### config.mk
export PLATFORM = sky130hd
export DESIGN_NAME = tmon_regbank
export DESIGN_NICKNAME = d
export VERILOG_FILES = /design/src/rtl/tmon_pkg.sv /design/src/rtl/tmon_chan.sv /design/src/rtl/tmon_rdmux.sv /design/src/rtl/tmon_regbank.sv
export SDC_FILE = /design/constraint.sdc
export NUM_CORES = 1
export LEC_CHECK = 0
export BUFFER_PORTS_ARGS = -buffer_cell sky130_fd_sc_hd__buf_2
export CORE_ASPECT_RATIO = 0.75
export CORE_MARGIN = 2
export CORE_UTILIZATION = 51
export DETAILED_ROUTE_END_ITERATION = 10
export PLACE_DENSITY_LB_ADDON = 0.1
export SYNTH_ARGS = -nofsm -noshare
export SYNTH_HDL_FRONTEND = slang
export SYNTH_SLANG_ARGS = --single-unit
### constraint.sdc
create_clock -name clk -period 2.8 [get_ports clk]
set_input_delay 0.28 -clock clk [delete_from_list [all_inputs] [get_ports clk]]
set_output_delay 0.28 -clock clk [all_outputs]
set_load 0.05 [all_outputs]
### src/rtl/tmon_pkg.sv
package tmon_pkg;
   // register offsets; software decodes these
   localparam logic [3:0] OFF_STBY = 4'h8;
   localparam logic [3:0] OFF_SEL  = 4'h9;
   localparam logic [3:0] OFF_CFG  = 4'hA;
   localparam logic [3:0] OFF_TEMP = 4'hB;
   localparam logic [3:0] OFF_HI   = 4'hC;
   localparam logic [3:0] OFF_LO   = 4'hD;
   localparam logic [3:0] OFF_OT   = 4'hE;

   // bit positions within the config/status byte
   localparam int CFG_EN   = 0;
   localparam int CFG_LO   = 1;
   localparam int CFG_HI   = 2;
   localparam int CFG_OT   = 3;
   localparam int CFG_OPEN = 6;

   typedef struct packed {
      logic en;
      logic lo;
      logic hi;
      logic ot;
      logic open;
   } ch_stat_t;
endpackage

### src/rtl/tmon_chan.sv
module tmon_chan
   import tmon_pkg::*;
#(
   parameter int TW = 8,
   parameter int DW = 8
) (
   input  logic          clk,
   input  logic          rst_n,
   input  logic          active,
   input  logic          smp_hit,
   input  logic [TW-1:0] smp_temp,
   input  logic          smp_open,
   input  logic          wr_cfg,
   input  logic          wr_hi,
   input  logic          wr_lo,
   input  logic          wr_ot,
   input  logic [DW-1:0] wdata,
   output ch_stat_t      stat,
   output logic [TW-1:0] temp,
   output logic [TW-1:0] lim_hi,
   output logic [TW-1:0] lim_lo,
   output logic [TW-1:0] lim_ot
);
   localparam logic [TW-1:0] S_MAX = {1'b0, {(TW-1){1'b1}}};
   localparam logic [TW-1:0] S_MIN = {1'b1, {(TW-1){1'b0}}};

   logic accept, set_lo, set_hi, set_ot;
   logic clr_lo, clr_hi, clr_ot;

   always_comb begin
      accept = smp_hit && active && stat.en;
      set_lo = accept && ($signed(smp_temp) <= $signed(lim_lo));
      set_hi = accept && ($signed(smp_temp) >= $signed(lim_hi));
      set_ot = accept && ($signed(smp_temp) >= $signed(lim_ot));
      clr_lo = wr_cfg && wdata[CFG_LO];
      clr_hi = wr_cfg && wdata[CFG_HI];
      clr_ot = wr_cfg && wdata[CFG_OT];
   end

   always_ff @(posedge clk or negedge rst_n) begin
      if (!rst_n) begin
         stat   <= '0;
         temp   <= '0;
         lim_hi <= S_MAX;
         lim_lo <= S_MIN;
         lim_ot <= S_MAX;
      end else begin
         if (wr_cfg) stat.en <= wdata[CFG_EN];
         // clear first, then set: a set in the same cycle wins
         stat.lo <= (stat.lo && !clr_lo) || set_lo;
         stat.hi <= (stat.hi && !clr_hi) || set_hi;
         stat.ot <= (stat.ot && !clr_ot) || set_ot;
         if (accept) begin
            temp      <= smp_temp;
            stat.open <= smp_open;
         end
         if (wr_hi) lim_hi <= wdata[TW-1:0];
         if (wr_lo) lim_lo <= wdata[TW-1:0];
         if (wr_ot) lim_ot <= wdata[TW-1:0];
      end
   end
endmodule

### src/rtl/tmon_rdmux.sv
module tmon_rdmux
   import tmon_pkg::*;
#(
   parameter int NUM_CH = 3,
   parameter int TW     = 8,
   parameter int DW     = 8,
   parameter int AW     = 4
) (
   input  logic [AW-1:0]                addr,
   input  logic [DW-1:0]                sel,
   input  logic                         stby,
   input  ch_stat_t [NUM_CH-1:0]        stat,
   input  logic [NUM_CH-1:0][TW-1:0]    temp,
   input  logic [NUM_CH-1:0][TW-1:0]    lim_hi,
   input  logic [NUM_CH-1:0][TW-1:0]    lim_lo,
   input  logic [NUM_CH-1:0][TW-1:0]    lim_ot,
   output logic [DW-1:0]                rdata
);
   function automatic logic [DW-1:0] cfg_byte(input ch_stat_t s);
      logic [DW-1:0] r;
      r           = '0;
      r[CFG_EN]   = s.en;
      r[CFG_LO]   = s.lo;
      r[CFG_HI]   = s.hi;
      r[CFG_OT]   = s.ot;
      r[CFG_OPEN] = s.open;
      return r;
   endfunction

   function automatic logic [DW-1:0] sext(input logic [TW-1:0] v);
      return DW'($signed(v));
   endfunction

   logic [DW-1:0] ch_word;

   always_comb begin
      ch_word = '0;
      for (int i = 0; i < NUM_CH; i++) begin
         if (sel == DW'(i)) begin
            case (addr)
               AW'(OFF_CFG):  ch_word = cfg_byte(stat[i]);
               AW'(OFF_TEMP): ch_word = sext(temp[i]);
               AW'(OFF_HI):   ch_word = sext(lim_hi[i]);
               AW'(OFF_LO):   ch_word = sext(lim_lo[i]);
               AW'(OFF_OT):   ch_word = sext(lim_ot[i]);
               default:       ch_word = '0;
            endcase
         end
      end
   end

   always_comb begin
      case (addr)
         AW'(OFF_STBY): rdata = DW'(stby);
         AW'(OFF_SEL):  rdata = sel;
         default:       rdata = ch_word;
      endcase
   end
endmodule

### src/rtl/tmon_regbank.sv
module tmon_regbank
   import tmon_pkg::*;
#(
   parameter int   NUM_CH     = 3,
   parameter int   TW         = 8,
   parameter int   DW         = 8,
   parameter int   AW         = 4,
   parameter logic STBY_RESET = 1'b1,
   localparam int  CW         = (NUM_CH > 1) ? $clog2(NUM_CH) : 1
) (
   input  logic          clk,
   input  logic          rst_n,
   input  logic          wr_en,
   input  logic [AW-1:0] addr,
   input  logic [DW-1:0] wdata,
   output logic [DW-1:0] rdata,
   input  logic          smp_valid,
   input  logic [CW-1:0] smp_chan,
   input  logic [TW-1:0] smp_temp,
   input  logic          smp_open,
   output logic          ot_pin
);
   generate
      if (NUM_CH < 1 || NUM_CH > (1 << (DW - 1)))
         $error("tmon_regbank: NUM_CH out of range");
      if (TW < 2 || TW > DW)
         $error("tmon_regbank: TW must lie in 2..DW");
      if (DW < 8)
         $error("tmon_regbank: DW must be at least 8");
      if (AW < 4)
         $error("tmon_regbank: AW must be at least 4");
   endgenerate

   logic                      stby_q;
   logic [DW-1:0]             sel_q;
   ch_stat_t [NUM_CH-1:0]     ch_stat;
   logic [NUM_CH-1:0][TW-1:0] ch_temp, ch_hi, ch_lo, ch_ot;
   logic [NUM_CH-1:0]         ch_alarm;

   always_ff @(posedge clk or negedge rst_n) begin
      if (!rst_n) begin
         stby_q <= STBY_RESET;
         sel_q  <= '0;
      end else if (wr_en) begin
         if (addr == AW'(OFF_STBY)) stby_q <= wdata[0];
         if (addr == AW'(OFF_SEL))  sel_q  <= wdata;
      end
   end

   for (genvar c = 0; c < NUM_CH; c++) begin : g_ch
      logic hit_sel;
      assign hit_sel = wr_en && (sel_q == DW'(c));

      tmon_chan #(.TW(TW), .DW(DW)) u_chan (
         .clk      (clk),
         .rst_n    (rst_n),
         .active   (!stby_q),
         .smp_hit  (smp_valid && (smp_chan == CW'(c))),
         .smp_temp (smp_temp),
         .smp_open (smp_open),
         .wr_cfg   (hit_sel && (addr == AW'(OFF_CFG))),
         .wr_hi    (hit_sel && (addr == AW'(OFF_HI))),
         .wr_lo    (hit_sel && (addr == AW'(OFF_LO))),
         .wr_ot    (hit_sel && (addr == AW'(OFF_OT))),
         .wdata    (wdata),
         .stat     (ch_stat[c]),
         .temp     (ch_temp[c]),
         .lim_hi   (ch_hi[c]),
         .lim_lo   (ch_lo[c]),
         .lim_ot   (ch_ot[c])
      );

      assign ch_alarm[c] = ch_stat[c].en && ch_stat[c].ot;
   end

   assign ot_pin = |ch_alarm;

   tmon_rdmux #(.NUM_CH(NUM_CH), .TW(TW), .DW(DW), .AW(AW)) u_rdmux (
      .addr   (addr),
      .sel    (sel_q),
      .stby   (stby_q),
      .stat   (ch_stat),
      .temp   (ch_temp),
      .lim_hi (ch_hi),
      .lim_lo (ch_lo),
      .lim_ot (ch_ot),
      .rdata  (rdata)
   );
endmodule

==> key figures <==
Run status
  – Status: finished, final reports clean

Yosys
  – Synth cell types: 56
  – Ys async rst share: 1.00
  – Syn_area_per_cell: between 10 and 15 µm²
  – Synthesis-stage register bit count: 120
  – Main area contributors after synthesis: dfrtp_1 24%, dfstp_2 16%, mux2_2 14%
  – Post-synth EDFFs: 0
  – Syn nets: between 800 and 900
  – Cells after Synth: between 700 and 800
  – Biggest area consumer among synthesized cells: dfrtp_1
  – Ys flop type: dfrtp_1
  – Seq/Total Area, Yosys: 0.402
  – Syn. warnings: 0
  – Mapped Area: around 0.0076 mm²
  – Yosys top cell area share: 0.243

Timing
  – Final Hold Fails: 0
  – Fin crit period: 2670 ps
  – Setup Viol. Count Final: 0
  – Fmax: 0.374 GHz
  – Measured slew at the worst slew-check pin: about 790 ps
  – Worst slew margin: 0.475
  – Clock skew: a little over 10 ps
  – Final Cycle Share: 0.955
  – Final Max Tran Viols: 0
  – Setup tns final: 0 ps

Finish
  – Most frequent cells in the layout: 94 x mux2_2, 77 x inv_1, 73 x dfrtp_1
  – N_diodes: 0
  – Core Util, Final: 0.603
  – Layout area overhead: 15.2%
  – Share of post-route cells with drive strength above 1: 0.314
  – Final net count: slightly below 900
  – Most common cell after layout, fill and taps aside: mux2_2
  – # fillers: between 1,000 and 1,500

Clocking
  – Clock Sink Count: 120
  – Worst-path clk slew: around 60 ps
  – Clock Tree Buf Depth: 2
  – Worst skew pair latency: between 400 and 500 ps
  – CTS Root Cell: clkbuf_16
  – Number of buffers created by CTS: 17
  – Setup Fix Bufs, Post-CTS: 0
  – CTS tree: done
  – CTS H-Tree Depth: 4

GRT
  – Total GRT Usage: 0.333
  – Largest net degree at the start of global routing: 59
  – Initial antenna violation count: 0
  – Vias in the first global route: 6,290
  – GR Overflow Total: 0
  – First-pass GRT wire length: 38.7 mm

Critical path
  – Worst setup SP type: flip-flop
  – WP data required: 2520 ps
  – Highest net fanout along the worst path: 8
  – Worst Path Arrival: 2390 ps
  – Crit path capture type: primary output
  – Critical setup path kind: flip-flop to primary output

Power
  – Peak VDD IR: approximately 0.46 mV
  – Power density over cell area: 633 mW/mm²
  – Leak: roughly 4 nW

Detailed routing
  – Remaining DRCs: 0
  – First-pass DRT Iterations: 5
  – Routed len/inst: about 25 µm
  – WL final: roughly 26 mm
  – Vias: approximately 6,300
  – DRT iter0 DRCs: 655
  – Via density: about 6.3
  – Post-route ant nets: 0

Placed design
  – Dpl hpwl: about 18 mm
  – Port buffer count: 35
  – Routability Congestion: roughly 0.98

Floorplan
  – Rows: 38
  – Initial core utilization: 0.524
  – Horiz. Die Dim: between 100 and 150 µm
  – DIE AREA: around 0.016 mm²
  – Die height: ~110 µm
  – Core area: around 0.015 mm²
  – I/O pin total: 36

Worst hold path
  – Worst min path class: input pin to flip-flop

Run
  – Max-cap violations: 0
==> cell type report <==
cell class | instances | area [µm²] | share of cell area
multi-input combinational | 514 | 4190 | 0.477
sequential | 120 | 3060 | 0.349
clock buffer | 18 | 429 | 0.0489
timing repair buffer | 63 | 413 | 0.0470
inverter | 77 | 289 | 0.0329
tap | 200 | 250 | 0.0285
clock inverter | 14 | 150 | 0.0171
==> metal layers <==
layer,vias to the layer above,global-route usage,share of wire
li1,2810,-,-
met1,3181,0.478,0.47
met2,281,0.509,0.43
met3,40,0.0797,0.082
met4,0,0.0854,0.019
met5,-,0,0
==> path summary, 6_finish.rpt <==
path	to	startpoint	depth (start not counted)	slack (ps)
worst max-delay path	rdata[3]	sel_q[5]$_DFFE_PN0P_	7	130
worst min-delay path	g_ch[2].u_chan.temp[0]$_DFFE_PN0P_	smp_temp[0]	2	110
worst max register to register	g_ch[2].u_chan.lim_lo[4]$_DFFE_PN0P_	sel_q[5]$_DFFE_PN0P_	5	410
worst min register to register	g_ch[1].u_chan.temp[1]$_DFFE_PN0P_	g_ch[1].u_chan.temp[1]$_DFFE_PN0P_	2	480
max in group asynchronous	g_ch[0].u_chan.lim_hi[6]$_DFFE_PN1P_	rst_n	3	1620
min in group asynchronous	g_ch[1].u_chan.lim_hi[7]$_DFFE_PN0P_	rst_n	2	400
==> critical path, stage by stage, from the launching register on <==
cell and delay (ps):
dfrtp_1 420, nor4_1 280, buf_4 170, and4_2 350
o21ai_0 180, o211ai_1 190, o211ai_1 140, buf_2 240
==> stage by stage <==
step / setup WS [ps] / hold slack (ps) / instance area, µm² / total power [mW] / std cells
final: 125 / 114 / 8780 / 5.56 / 1006
after global placement: 229 / 313 / 8150 / 3.31 / 973
after floorplan: 301 / -15.6 / 7640 / 2.89 / 746
after detailed placement: 217 / 310 / 8150 / 3.35 / 973
after global routing: -24.0 / 122 / 8780 / 5.78 / 1006
after CTS: 10.7 / 111 / 8740 / 5.53 / 1006
==> flip-flops by register name (all words and copies together) (netlist names) <==
register and count:
g_ch.u_chan.temp 24, g_ch.u_chan.stat 15, stby_q 1, g_ch.u_chan.lim_lo 24, g_ch.u_chan.lim_ot 24, g_ch.u_chan.lim_hi 24
sel_q 8
==> where the power goes <==
part	switching, mW	leakage [nW]	internal (mW)	total, mW
Sequential	0.242	1.44	2.03	2.27
Clock	0.871	0.277	1.31	2.18
Combinational	0.627	2.23	0.473	1.10
Total	1.74	3.95	3.82	5.56
==> kinds of logic after synthesis <==
family,count (synthesis),synth area share
compound gates,165,0.150
fa+ha+maj,72,0.118
buf+inv,112,0.0565
flops,120,0.402
mux,109,0.159
simple gates,168,0.115
==> what timing repair did <==
item / 4_1_cts / 5_1_grt
cloned: 0 / 0
resized for setup: 3 / 11
setup endpoints to repair: 2 / 7
hold buffers: 1 / 0
hold endpoints to repair: 18 / 0
==> synth_stat cells, types with 3 or more instances <==
cell      count
o211ai_1      9
o22ai_1       5
nand3_1      16
a21o_1       11
buf_1         3
o21ai_0      43
o31ai_1       4
dfrtp_1      74
a22oi_1      30
dfstp_2      46
mux2_2       94
mux2i_1      15
a21oi_1      13
inv_1        77
a21boi_0      4
nor2_1       16
nor2b_1      11
a31oi_1       6
clkbuf_1     24
ha_1         72
nor4b_1       4
nand2_1      72
a221o_1       3
a32oi_1       5
nor3b_1       3
nand2b_1      8
nand4_1      10
o221ai_1      9
or3_1         3
nor3_1        5
buf_2         8
a221oi_1      5
a22o_1        5
Note: power is estimated with default switching activity, not from simulation.
